<file path="src/rtl/tap_pkg.sv">
package tap_pkg;

    localparam int IR_W = 10;

    typedef enum logic [3:0] {
        S_RESET,
        S_IDLE,
        S_SEL_DR,
        S_CAP_DR,
        S_SH_DR,
        S_EX1_DR,
        S_PAUSE_DR,
        S_EX2_DR,
        S_UPD_DR,
        S_SEL_IR,
        S_CAP_IR,
        S_SH_IR,
        S_EX1_IR,
        S_PAUSE_IR,
        S_EX2_IR,
        S_UPD_IR
    } tap_state_e;

    typedef enum logic [1:0] {
        SEL_BYP,
        SEL_ID,
        SEL_USER,
        SEL_BSR
    } dr_sel_e;

    localparam logic [IR_W-1:0] OP_EXTEST   = 10'h000;
    localparam logic [IR_W-1:0] OP_SAMPLE   = 10'h005;
    localparam logic [IR_W-1:0] OP_IDCODE   = 10'h006;
    localparam logic [IR_W-1:0] OP_USERCODE = 10'h007;
    localparam logic [IR_W-1:0] OP_BYPASS   = {IR_W{1'b1}};

    localparam logic [IR_W-1:0] IR_CAPTURE  = {{(IR_W-2){1'b0}}, 2'b01};

endpackage

</file>
<file path="src/rtl/tap_state_fsm.sv">
module tap_state_fsm
    import tap_pkg::*;
(
    input  logic       tck,
    input  logic       rst_n,
    input  logic       tms,
    output tap_state_e state
);

    tap_state_e nxt;

    always_ff @(posedge tck or negedge rst_n) begin
        if (!rst_n) state <= S_RESET;
        else        state <= nxt;
    end

    always_comb begin
        nxt = state;
        unique case (state)
            S_RESET:    nxt = tms ? S_RESET   : S_IDLE;
            S_IDLE:     nxt = tms ? S_SEL_DR  : S_IDLE;
            S_SEL_DR:   nxt = tms ? S_SEL_IR  : S_CAP_DR;
            S_CAP_DR:   nxt = tms ? S_EX1_DR  : S_SH_DR;
            S_SH_DR:    nxt = tms ? S_EX1_DR  : S_SH_DR;
            S_EX1_DR:   nxt = tms ? S_UPD_DR  : S_PAUSE_DR;
            S_PAUSE_DR: nxt = tms ? S_EX2_DR  : S_PAUSE_DR;
            S_EX2_DR:   nxt = tms ? S_UPD_DR  : S_SH_DR;
            S_UPD_DR:   nxt = tms ? S_SEL_DR  : S_IDLE;
            S_SEL_IR:   nxt = tms ? S_RESET   : S_CAP_IR;
            S_CAP_IR:   nxt = tms ? S_EX1_IR  : S_SH_IR;
            S_SH_IR:    nxt = tms ? S_EX1_IR  : S_SH_IR;
            S_EX1_IR:   nxt = tms ? S_UPD_IR  : S_PAUSE_IR;
            S_PAUSE_IR: nxt = tms ? S_EX2_IR  : S_PAUSE_IR;
            S_EX2_IR:   nxt = tms ? S_UPD_IR  : S_SH_IR;
            S_UPD_IR:   nxt = tms ? S_SEL_DR  : S_IDLE;
            default:    nxt = S_RESET;
        endcase
    end

endmodule

</file>
<file path="src/rtl/tap_instr_reg.sv">
module tap_instr_reg
    import tap_pkg::*;
(
    input  logic            tck,
    input  logic            rst_n,
    input  tap_state_e      state,
    input  logic            tdi,
    output logic [IR_W-1:0] ir_shift,
    output logic [IR_W-1:0] ir_cur
);

    always_ff @(posedge tck or negedge rst_n) begin
        if (!rst_n) begin
            ir_shift <= '0;
            ir_cur   <= OP_IDCODE;
        end else begin
            unique case (state)
                S_RESET:  ir_cur   <= OP_IDCODE;
                S_CAP_IR: ir_shift <= IR_CAPTURE;
                S_SH_IR:  ir_shift <= {tdi, ir_shift[IR_W-1:1]};
                S_UPD_IR: ir_cur   <= ir_shift;
                default:  ;
            endcase
        end
    end

endmodule

</file>
<file path="src/rtl/tap_data_regs.sv">
module tap_data_regs
    import tap_pkg::*;
#(
    parameter int          BSR_LEN   = 192,
    parameter logic [31:0] ID_WORD   = 32'h1,
    parameter logic [31:0] USER_WORD = 32'h0
) (
    input  logic               tck,
    input  logic               rst_n,
    input  tap_state_e         state,
    input  dr_sel_e            sel,
    input  logic               tdi,
    input  logic [BSR_LEN-1:0] pin_in,
    output logic               dr_so,
    output logic [BSR_LEN-1:0] pin_out
);

    logic               byp_q;
    logic [31:0]        word_sr;
    logic [BSR_LEN-1:0] bsr_sr;

    always_ff @(posedge tck or negedge rst_n) begin
        if (!rst_n) begin
            byp_q   <= 1'b0;
            word_sr <= '0;
            bsr_sr  <= '0;
            pin_out <= '0;
        end else begin
            unique case (state)
                S_CAP_DR: begin
                    unique case (sel)
                        SEL_BYP:  byp_q   <= 1'b0;
                        SEL_ID:   word_sr <= ID_WORD;
                        SEL_USER: word_sr <= USER_WORD;
                        SEL_BSR:  bsr_sr  <= pin_in;
                    endcase
                end
                S_SH_DR: begin
                    unique case (sel)
                        SEL_BYP:  byp_q   <= tdi;
                        SEL_ID,
                        SEL_USER: word_sr <= {tdi, word_sr[31:1]};
                        SEL_BSR:  bsr_sr  <= {tdi, bsr_sr[BSR_LEN-1:1]};
                    endcase
                end
                S_UPD_DR: begin
                    if (sel == SEL_BSR) pin_out <= bsr_sr;
                end
                default: ;
            endcase
        end
    end

    always_comb begin
        unique case (sel)
            SEL_BYP:  dr_so = byp_q;
            SEL_ID,
            SEL_USER: dr_so = word_sr[0];
            SEL_BSR:  dr_so = bsr_sr[0];
        endcase
    end

endmodule

</file>
<file path="src/rtl/tap_ident_ctrl.sv">
module tap_ident_ctrl
    import tap_pkg::*;
#(
    parameter int          BSR_LEN   = 192,
    parameter bit          HAS_TRST  = 1'b1,
    parameter logic [3:0]  VERSION   = 4'h3,
    parameter logic [15:0] PART      = 16'h4A64,
    parameter logic [10:0] MFR       = 11'h2B5,
    parameter logic [31:0] USERCODE  = 32'hC0DE_1234
) (
    input  logic               tck,
    input  logic               trst_n,
    input  logic               tms,
    input  logic               tdi,
    output logic               tdo,
    output logic               tdo_oe,
    input  logic               prog_done,
    output logic               io_inhibit,
    input  logic [BSR_LEN-1:0] pin_in,
    output logic [BSR_LEN-1:0] pin_out,
    output logic               test_drive
);

    localparam logic [31:0] ID_WORD = {VERSION, PART, MFR, 1'b1};

    logic            rst_n;
    tap_state_e      state;
    logic [IR_W-1:0] ir_shift;
    logic [IR_W-1:0] ir_cur;
    dr_sel_e         sel;
    logic            dr_so;
    logic            serial_out;
    logic            in_shift;

    generate
        if (HAS_TRST) begin : g_trst
            assign rst_n = trst_n;
        end else begin : g_no_trst
            assign rst_n = 1'b1;
        end
    endgenerate

    tap_state_fsm u_fsm (
        .tck   (tck),
        .rst_n (rst_n),
        .tms   (tms),
        .state (state)
    );

    tap_instr_reg u_ir (
        .tck      (tck),
        .rst_n    (rst_n),
        .state    (state),
        .tdi      (tdi),
        .ir_shift (ir_shift),
        .ir_cur   (ir_cur)
    );

    always_comb begin
        case (ir_cur)
            OP_IDCODE:   sel = SEL_ID;
            OP_USERCODE: sel = SEL_USER;
            OP_SAMPLE,
            OP_EXTEST:   sel = SEL_BSR;
            default:     sel = SEL_BYP;
        endcase
    end

    tap_data_regs #(
        .BSR_LEN   (BSR_LEN),
        .ID_WORD   (ID_WORD),
        .USER_WORD (USERCODE)
    ) u_dr (
        .tck     (tck),
        .rst_n   (rst_n),
        .state   (state),
        .sel     (sel),
        .tdi     (tdi),
        .pin_in  (pin_in),
        .dr_so   (dr_so),
        .pin_out (pin_out)
    );

    assign in_shift   = (state == S_SH_IR) || (state == S_SH_DR);
    assign serial_out = (state == S_SH_IR) ? ir_shift[0] : dr_so;

    always_ff @(negedge tck or negedge rst_n) begin
        if (!rst_n) begin
            tdo    <= 1'b0;
            tdo_oe <= 1'b0;
        end else begin
            tdo    <= serial_out;
            tdo_oe <= in_shift;
        end
    end

    assign test_drive = (ir_cur == OP_EXTEST);
    assign io_inhibit = ~prog_done;

endmodule

</file>
<file path="config.mk">
export PLATFORM = sky130hd
export DESIGN_NAME = tap_ident_ctrl
export DESIGN_NICKNAME = d
export VERILOG_FILES = /design/src/rtl/tap_pkg.sv /design/src/rtl/tap_state_fsm.sv /design/src/rtl/tap_instr_reg.sv /design/src/rtl/tap_data_regs.sv /design/src/rtl/tap_ident_ctrl.sv
export SDC_FILE = /design/constraint.sdc
export NUM_CORES = 1
export LEC_CHECK = 0
export BUFFER_PORTS_ARGS = -buffer_cell sky130_fd_sc_hd__buf_2
export CORE_MARGIN = 3
export CORE_UTILIZATION = 30
export CTS_BUF_LIST = sky130_fd_sc_hd__clkbuf_4 sky130_fd_sc_hd__clkbuf_8
export CTS_CLUSTER_DIAMETER = 30
export DETAILED_ROUTE_END_ITERATION = 10
export GPL_ROUTABILITY_DRIVEN = 0
export GPL_TIMING_DRIVEN = 1
export PLACE_DENSITY = 0.6
export SLEW_MARGIN = 20
export SYNTH_ARGS = -nofsm -noshare
export SYNTH_HDL_FRONTEND = slang
export SYNTH_SLANG_ARGS = --single-unit
</file>
<file path="constraint.sdc">
create_clock -name tck -period 3.02 [get_ports tck]
set_input_delay 0.604 -clock tck [delete_from_list [all_inputs] [get_ports tck]]
set_output_delay 0.604 -clock tck [all_outputs]
set_load 0.01 [all_outputs]
</file>
-- Yosys cells after proc, flatten, opt, wreduce, memory -nomap -nowiden
Index checks and enable logic that the tools add are counted.
- flip-flop bits (word level): 443
- bits of input ports: 197
- bitwise logic cells: 1
- reductions and logical operators: 16
- muxes and demuxes: 27
- equal/unequal tests: 27
- operator list (kind ; number):
    two-way mux 192 bit ; 2
    one-hot mux 192 bit (2 select lines) ; 1
    one-hot mux 32 bit (2 select lines) ; 2
    one-hot mux 4 bit (12 select lines) ; 1
    one-hot mux 10 bit (2 select lines) ; 2
    equality test 4 bit, second input constant ; 8
    two-way mux 32 bit ; 1
    equality test 10 x 3 -> 1 bit, second input constant ; 3
    equality test 4 x 3 -> 1 bit, second input constant ; 4
    two-way mux 4 bit ; 4
    logical NOT 10 bit ; 1
    != test 2 x 1 -> 1 bit, second input constant ; 5
    AND reduction 3 bit ; 3
    equality test 4 x 2 -> 1 bit, second input constant ; 2
    OR reduction 2 bit ; 4
    two-way mux 1 bit ; 6
    two-way mux 2 bit ; 3
    two-way mux 3 bit ; 2
    one-hot mux 2 bit (3 select lines) ; 1
    nonzero test 2 bit ; 3
    equality test 2 bit, second input constant ; 2
    equality test 4 x 1 -> 1 bit, second input constant ; 1
    logical NOT 4 bit ; 1
    != test 3 x 1 -> 1 bit, second input constant ; 1
    8 further kinds ; 8

-- Depth between registers and ports, before layout
Gate-level depths: netlist of the first run.
- word-level depth: 7
- depth in mapped cells: 9

-- By module
From an unflattened synthesis of the first run, not the netlist that was laid out.
- cell total of the unflattened synthesis: 1300
- area total of the unflattened synthesis: 19454.9 µm²
- by module, submodules not included (module ; times used ; area each (µm²) ; sequential area each (µm²) ; cells each):
    tap_data_regs ; 1 ; 18093.6 ; 10435.0 ; 1152
    tap_instr_reg ; 1 ; 897.1 ; 503.0 ; 93
    tap_state_fsm ; 1 ; 314.1 ; 100.1 ; 37
    tap_ident_ctrl ; 1 ; 150.1 ; 50.0 ; 18

==> results of run 1 <==
## power groups by stage
stage                     sequential (uW)  clock, uW  combinational [uW]
after global placement               9040          0                5760
after CTS                            9080       9140                6010
final                                9060       8830                5930
after floorplan                      8950          0                3940
after detailed placement             9140          0                5920
after global routing                 9320       9450                6500
## sequential cells by signal, indices dropped and copies added (netlist names)
signal	flops
tdo	1
tdo_oe	1
u_dr.bsr_sr	192
u_dr.byp_q	1
u_dr.pin_out	192
u_dr.word_sr	32
u_fsm.state	4
u_ir.ir_cur	10
u_ir.ir_shift	10
## metrics by stage
step | std cells | power (uW)
CTS | 2660 | 24220
detailed placement | 2453 | 15060
global placement | 2453 | 14790
finish | 2668 | 23820
global route | 2667 | 25270
floorplan | 1233 | 12890
## path summary, 6_finish.rpt
check,startpoint,slack (ns),endpoint,cells past startpoint
worst max register to register,u_ir.ir_cur[8]$_DFFE_PN0P_,-0.35,tdo$_DFF_NN0_,7
worst min register to register,u_ir.ir_cur[1]$_DFFE_PN1P_,0.50,u_ir.ir_cur[1]$_DFFE_PN1P_,2
worst min-delay path,trst_n,0.07,u_dr.bsr_sr[21]$_DFFE_PN0P_,2
min in group tck,pin_in[176],0.27,u_dr.bsr_sr[176]$_DFFE_PN0P_,3
max in group asynchronous,trst_n,1.65,tdo_oe$_DFF_NN0_,1
worst max-delay path,u_ir.ir_cur[8]$_DFFE_PN0P_,-0.35,tdo$_DFF_NN0_,7
## cell usage after synthesis, drive strengths merged, types with 6 or more instances
| cell type | count |
|---|---|
| a21oi | 9 |
| a22o | 25 |
| buf | 66 |
| clkbuf | 12 |
| dfrtp | 439 |
| inv | 10 |
| mux2 | 576 |
| nand2 | 7 |
| nand3 | 6 |
| nor2 | 6 |
| o221a | 20 |
## metal layers
layer  wire length, um  share of wire, %  track usage (%)  vias to the layer above
met4              1636               3.4            6.827                        0
met5                 0                 0                0                        -
li1                  -                 -                -                     5536
met2             24340                51            24.27                      295
met3              2677               5.6            3.687                      107
met1             19230                40            15.96                     6141
## what timing repair did
action	CTS	global route
endpoints found under the setup margin	3	140
setup buffers	3	1
pin swaps	3	2
resized for setup	7	4
## cell type report
type,instances,area (um^2)
fillers,5986,37970
inverters,10,37.54
multi-input cells,702,7591
clock inverters,48,725.7
clock buffers,156,2034
well taps,846,1059
repair buffers,456,2678
flip-flops and latches,443,11090
diodes,7,17.52
## cell families (layout without fill, tap and decap cells)
family                     Yosys count  in the layout  synth area share (%)
adders and majority gates            4              4                0.2606
DFF                                443            443                 57.73
AOI/OAI and AO/OA                   75             75                 3.518
other                                0              7                     0
muxes                              577            577                 33.82
and+or+nand+nor                     44             44                 1.459
buffers and inverters               88            670                 3.114
xor gates and xnor gates             2              2               0.09122
## critical path, stage by stage (launching register included)
cell and delay, ns:
dfrtp_1 0.40, nor4_4 0.32, nand2_2 0.09, a21o_1 0.21, ha_4 0.28, inv_2 0.04, a221oi_2 0.20, o31ai_1 0.08
==> reports/metrics.yaml, run 1 <==
outcome: "finished with violations"
violations: "negative setup slack"
finalNetCount: 1923
slew_headroom_pct: 34.08
start_kind: "flop"
seq_area_frac_synth_pct: 57.73
final_common_cell: "mux2_2"
grt_pass1_vias: 13348
async_flop_share_pct: 100.0
min_path_type: "primary input to asynchronous set/reset pin"
finalCoreUtilization_pct: 39.92
crit_fanout: 2
syn2layout_area_growth_pct: 31.37
overflow: 0
postRouteAntennaNets: 0
core_um2: 63200
wl_per_cell_um: 17.95
setup_viol: 3
synthesis.nets: 1434
drv_slew: 0
hold_slack_ns: 0.06650
synthDistinctLibCells: 50
die_w_um: 259.0
vias: 12079
worstMarginPinSlew_ns: 0.9888
drc: 0
cts.sinks: 443
vias_per_cell: 4.527
syn-instance-count: 1233
avgSynthCellArea_um2: 15.58
cp.required_ns: 1.93
drive_gt1_share_pct: 63.14
seq_power_share_pct: 38.0
drt_iter0_markers: 537
first_pass_iters: 4
cts_root_buffer: "clkbuf_8"
cts_made_buffers: 109
clock_skew_ns: 0.09339
dp_hpwl_mm: 32.49
routed_wirelength_mm: 47.88
synth_area_leaders: "dfrtp_1 57%, mux2_2 27%, mux2_1 6.5%, a22o_1 1.1%, buf_2 1.1%"
synth_flop_cell: "dfrtp_1"
setup_tns_ns: -0.7392
design_area_um2: 25230
swShare_pct: 28.68
crit_arrival_ns: 2.28
post-place-ws_ns: -0.4033
drv_cap: 0
postLayoutSetupSlackWorst_ns: -0.3458
ir_worst_vdd_v: 0.0003664
cts_tree: "built"
dpl-instance-area_um2: 22390
cellPowerDensity_nw_per_um2: 944.1
grt_pass1_wl_mm: 74.58
start_util_pct: 30.39
synth_edf_count: 0
switchingPower_uw: 6832
rows: 92
critical_path.endpoint_type: "flop"
htreeDepth: 3
clkTransAtPathRegs_ns: 0.05
dieArea_um2: 67090
rsz0062_at_grt: "true"
cts_buffer_depth: 3
layout_common_cells: "465 x mux2_2, 439 x dfrtp_1, 389 x buf_2, 138 x clkbuf_8, 111 x mux2_1"
synth_top_area_share_pct: 57.20
ys_ff_latch: 443
p_leak_uw: 0.01284
io_pins: 393
power.internal_uw: 16990
synth_top_cell_by_area: "dfrtp_1"
crit_type: "flop to flop"
cts_hold_buf: 0
synthesis.area_um2: 19210
grt_usage_pct: 13.99
grt_max_degree: 156
worstSkewPairLatency_ns: 0.68
io_buffers: 392
comb_power_share_pct: 24.9
hold_violations: 0
antenna_found_initial: 8
die_h_um: 259.0
ys_warn_count: 0
power.share.clock_pct: 37.1
No activity file was read; power rests on OpenSTA's default activity.
==> run 2, diff against run 1 <==
--- a/config.mk
+++ b/config.mk
@@ -15,4 +15,5 @@
 export GPL_TIMING_DRIVEN = 1
 export PLACE_DENSITY = 0.6
+export RECOVER_POWER = 100
 export SLEW_MARGIN = 20
 export SYNTH_ARGS = -nofsm -noshare
==> constraint.sdc (replaced) <==
create_clock -name tck -period 3.02 [get_ports tck]
set_input_delay 0.755 -clock tck [delete_from_list [all_inputs] [get_ports tck]]
set_output_delay 0.755 -clock tck [all_outputs]
set_load 0.01 [all_outputs]
==> reports/metrics.yaml, run 2 (synthesis gave the netlist of run 1 again) <==
final_common_cell: "mux2_2"
dieArea_um2: 67090
max_stage_delay_ns: 0.41
crit_cells: 7
finalNetCount: 1921
hold_depth: 3
drt_iter0_markers: 583
path_buf_inv: 1
hold_end: "u_dr.bsr_sr[49]$_DFFE_PN0P_"
p_leak_uw: 0.01257
outcome: "finished with violations"
setup_tns_ns: -1.183
drive_gt1_share_pct: 61.30
critical_path.endpoint_type: "flop"
grt_pass1_wl_mm: 74.52
cts_buffer_depth: 3
first_pass_iters: 6
cts_tree: "built"
hold_violations: 0
grt_usage_pct: 13.94
rsz0062_at_grt: "true"
cts.sinks: 443
worstSkewPairLatency_ns: 0.68
postLayoutSetupSlackWorst_ns: -0.4400
worstMarginPinSlew_ns: 1.252
wl_per_cell_um: 17.85
ir_worst_vdd_v: 0.0004307
start_kind: "flop"
cts_made_buffers: 110
vias: 12136
crit_type: "flop to flop"
grt_max_degree: 152
overflow: 0
cellPowerDensity_nw_per_um2: 925.7
postRouteAntennaNets: 0
cp.required_ns: 1.96
cts_root_buffer: "clkbuf_8"
min_path_type: "primary input to flop"
min_from: "pin_in[49]"
grt_pass1_vias: 13391
path_cells: "nor4_4, nand2_2, a21o_1, ha_4, inv_2, a221oi_2, o31ai_1"
io_pins: 393
drc: 0
antenna_found_initial: 8
htreeDepth: 3
post-place-ws_ns: -0.3938
reg2reg_depth: 7
die_w_um: 259.0
cp_top_family: "compound AO/OA/AOI/OAI gates"
die_h_um: 259.0
drv_slew: 0
layout_common_cells: "465 x mux2_2, 439 x dfrtp_1, 364 x buf_2, 132 x clkbuf_8, 111 x mux2_1"
finalCoreUtilization_pct: 39.51
rows: 92
design_area_um2: 24970
slew_headroom_pct: 16.56
reg.largest.list: "u_dr.bsr_sr x192, u_dr.pin_out x192, u_dr.word_sr x32"
vias_per_cell: 4.557
setup.worst_path.start: "u_ir.ir_cur[8]$_DFFE_PN0P_"
dpl-instance-area_um2: 22350
setup_viol: 3
rrSetupSlack_ns: -0.44
drv_cap: 0
io_buffers: 392
routed_wirelength_mm: 47.53
start_util_pct: 30.39
violations: "negative setup slack"
crit_arrival_ns: 2.40
crit_fanout: 3
r2r-end: "tdo$_DFF_NN0_"
clkTransAtPathRegs_ns: 0.05
clock_skew_ns: 0.07098
fillers: 5995
slowest_stage: "dfrtp_1"
core_um2: 63200
dp_hpwl_mm: 31.88
syn2layout_area_growth_pct: 30.00
r2r-start: "u_ir.ir_cur[8]$_DFFE_PN0P_"
==> run 2: cell count changes in the layout (fill, tap and decap cells not counted), moves of 9 or more <==
cell	delta
buf_2	-25
buf_4	-9
clkbuf_1	+28
clkinvlp_4	+12
==> run 2: final cells by class <==
| type | count | area [um^2] | share of cell area (%) |
|---|---|---|---|
| diodes | 8 | 20.02 | 0.08018 |
| clock buffers | 143 | 1893 | 7.582 |
| clock inverters | 58 | 665.6 | 2.666 |
| inverters | 10 | 37.54 | 0.1503 |
| multi-input cells | 702 | 7580 | 30.36 |
| flip-flops and latches | 443 | 11090 | 44.41 |
| well taps | 846 | 1059 | 4.240 |
| repair buffers | 453 | 2625 | 10.51 |
==> run 2: what timing repair did <==
| action | 4_1_cts | 5_1_grt |
|---|---|---|
| endpoints found under the hold margin | 9 | 0 |
| endpoints found under the setup margin | 3 | 159 |
| buffers inserted | 1 | 3 |
| cloned | 0 | 1 |
| hold buffers | 1 | 0 |
| pin swaps | 2 | 1 |
| resized for setup | 6 | 4 |
==> run 2: routing by layer <==
metal,global-route usage (%),share of wire [%],vias up
li1,-,-,5541
met1,16.27,40,6211
met2,23.73,51,271
met3,3.453,5.2,111
met4,7.203,3.4,2
met5,0,0.042,-
==> run 2: metrics by stage <==
step | hold slack [ns] | cells | power, uW
detailed placement | 0.4835 | 2448 | 15050
CTS | 0.3006 | 2651 | 23510
global route | 0.3391 | 2661 | 24560
global placement | 0.4740 | 2448 | 14810
floorplan | 0.4594 | 1233 | 12890
finish | 0.4131 | 2663 | 23110
==> run 2: report_power, final <==
group | leakage (uW) | internal (uW) | switching (uW) | total [uW]
clock network | 0.00129 | 5090 | 3060 | 8160
registers | 0.00591 | 7820 | 1230 | 9060
logic | 0.00537 | 3320 | 2580 | 5900
==> run 2: worst max path at each step <==
stage | end | slack, ns
2_1_floorplan | tdo$_DFF_NN0_ | -0.25
3_3_place_gp | tdo$_DFF_NN0_ | -0.34
3_5_place_dp | tdo$_DFF_NN0_ | -0.39
4_1_cts | tdo | -0.47
5_1_grt | tdo$_DFF_NN0_ | -0.56
6_report | tdo$_DFF_NN0_ | -0.44
==> run 2: worst reg2reg max path: cells and delay by family (launching register included) <==
kind,cells,cell delay [ns]
simple gates,2,0.47
compound gates,3,0.53
fa+ha+maj,1,0.28
buf+inv,1,0.04
flops,1,0.41
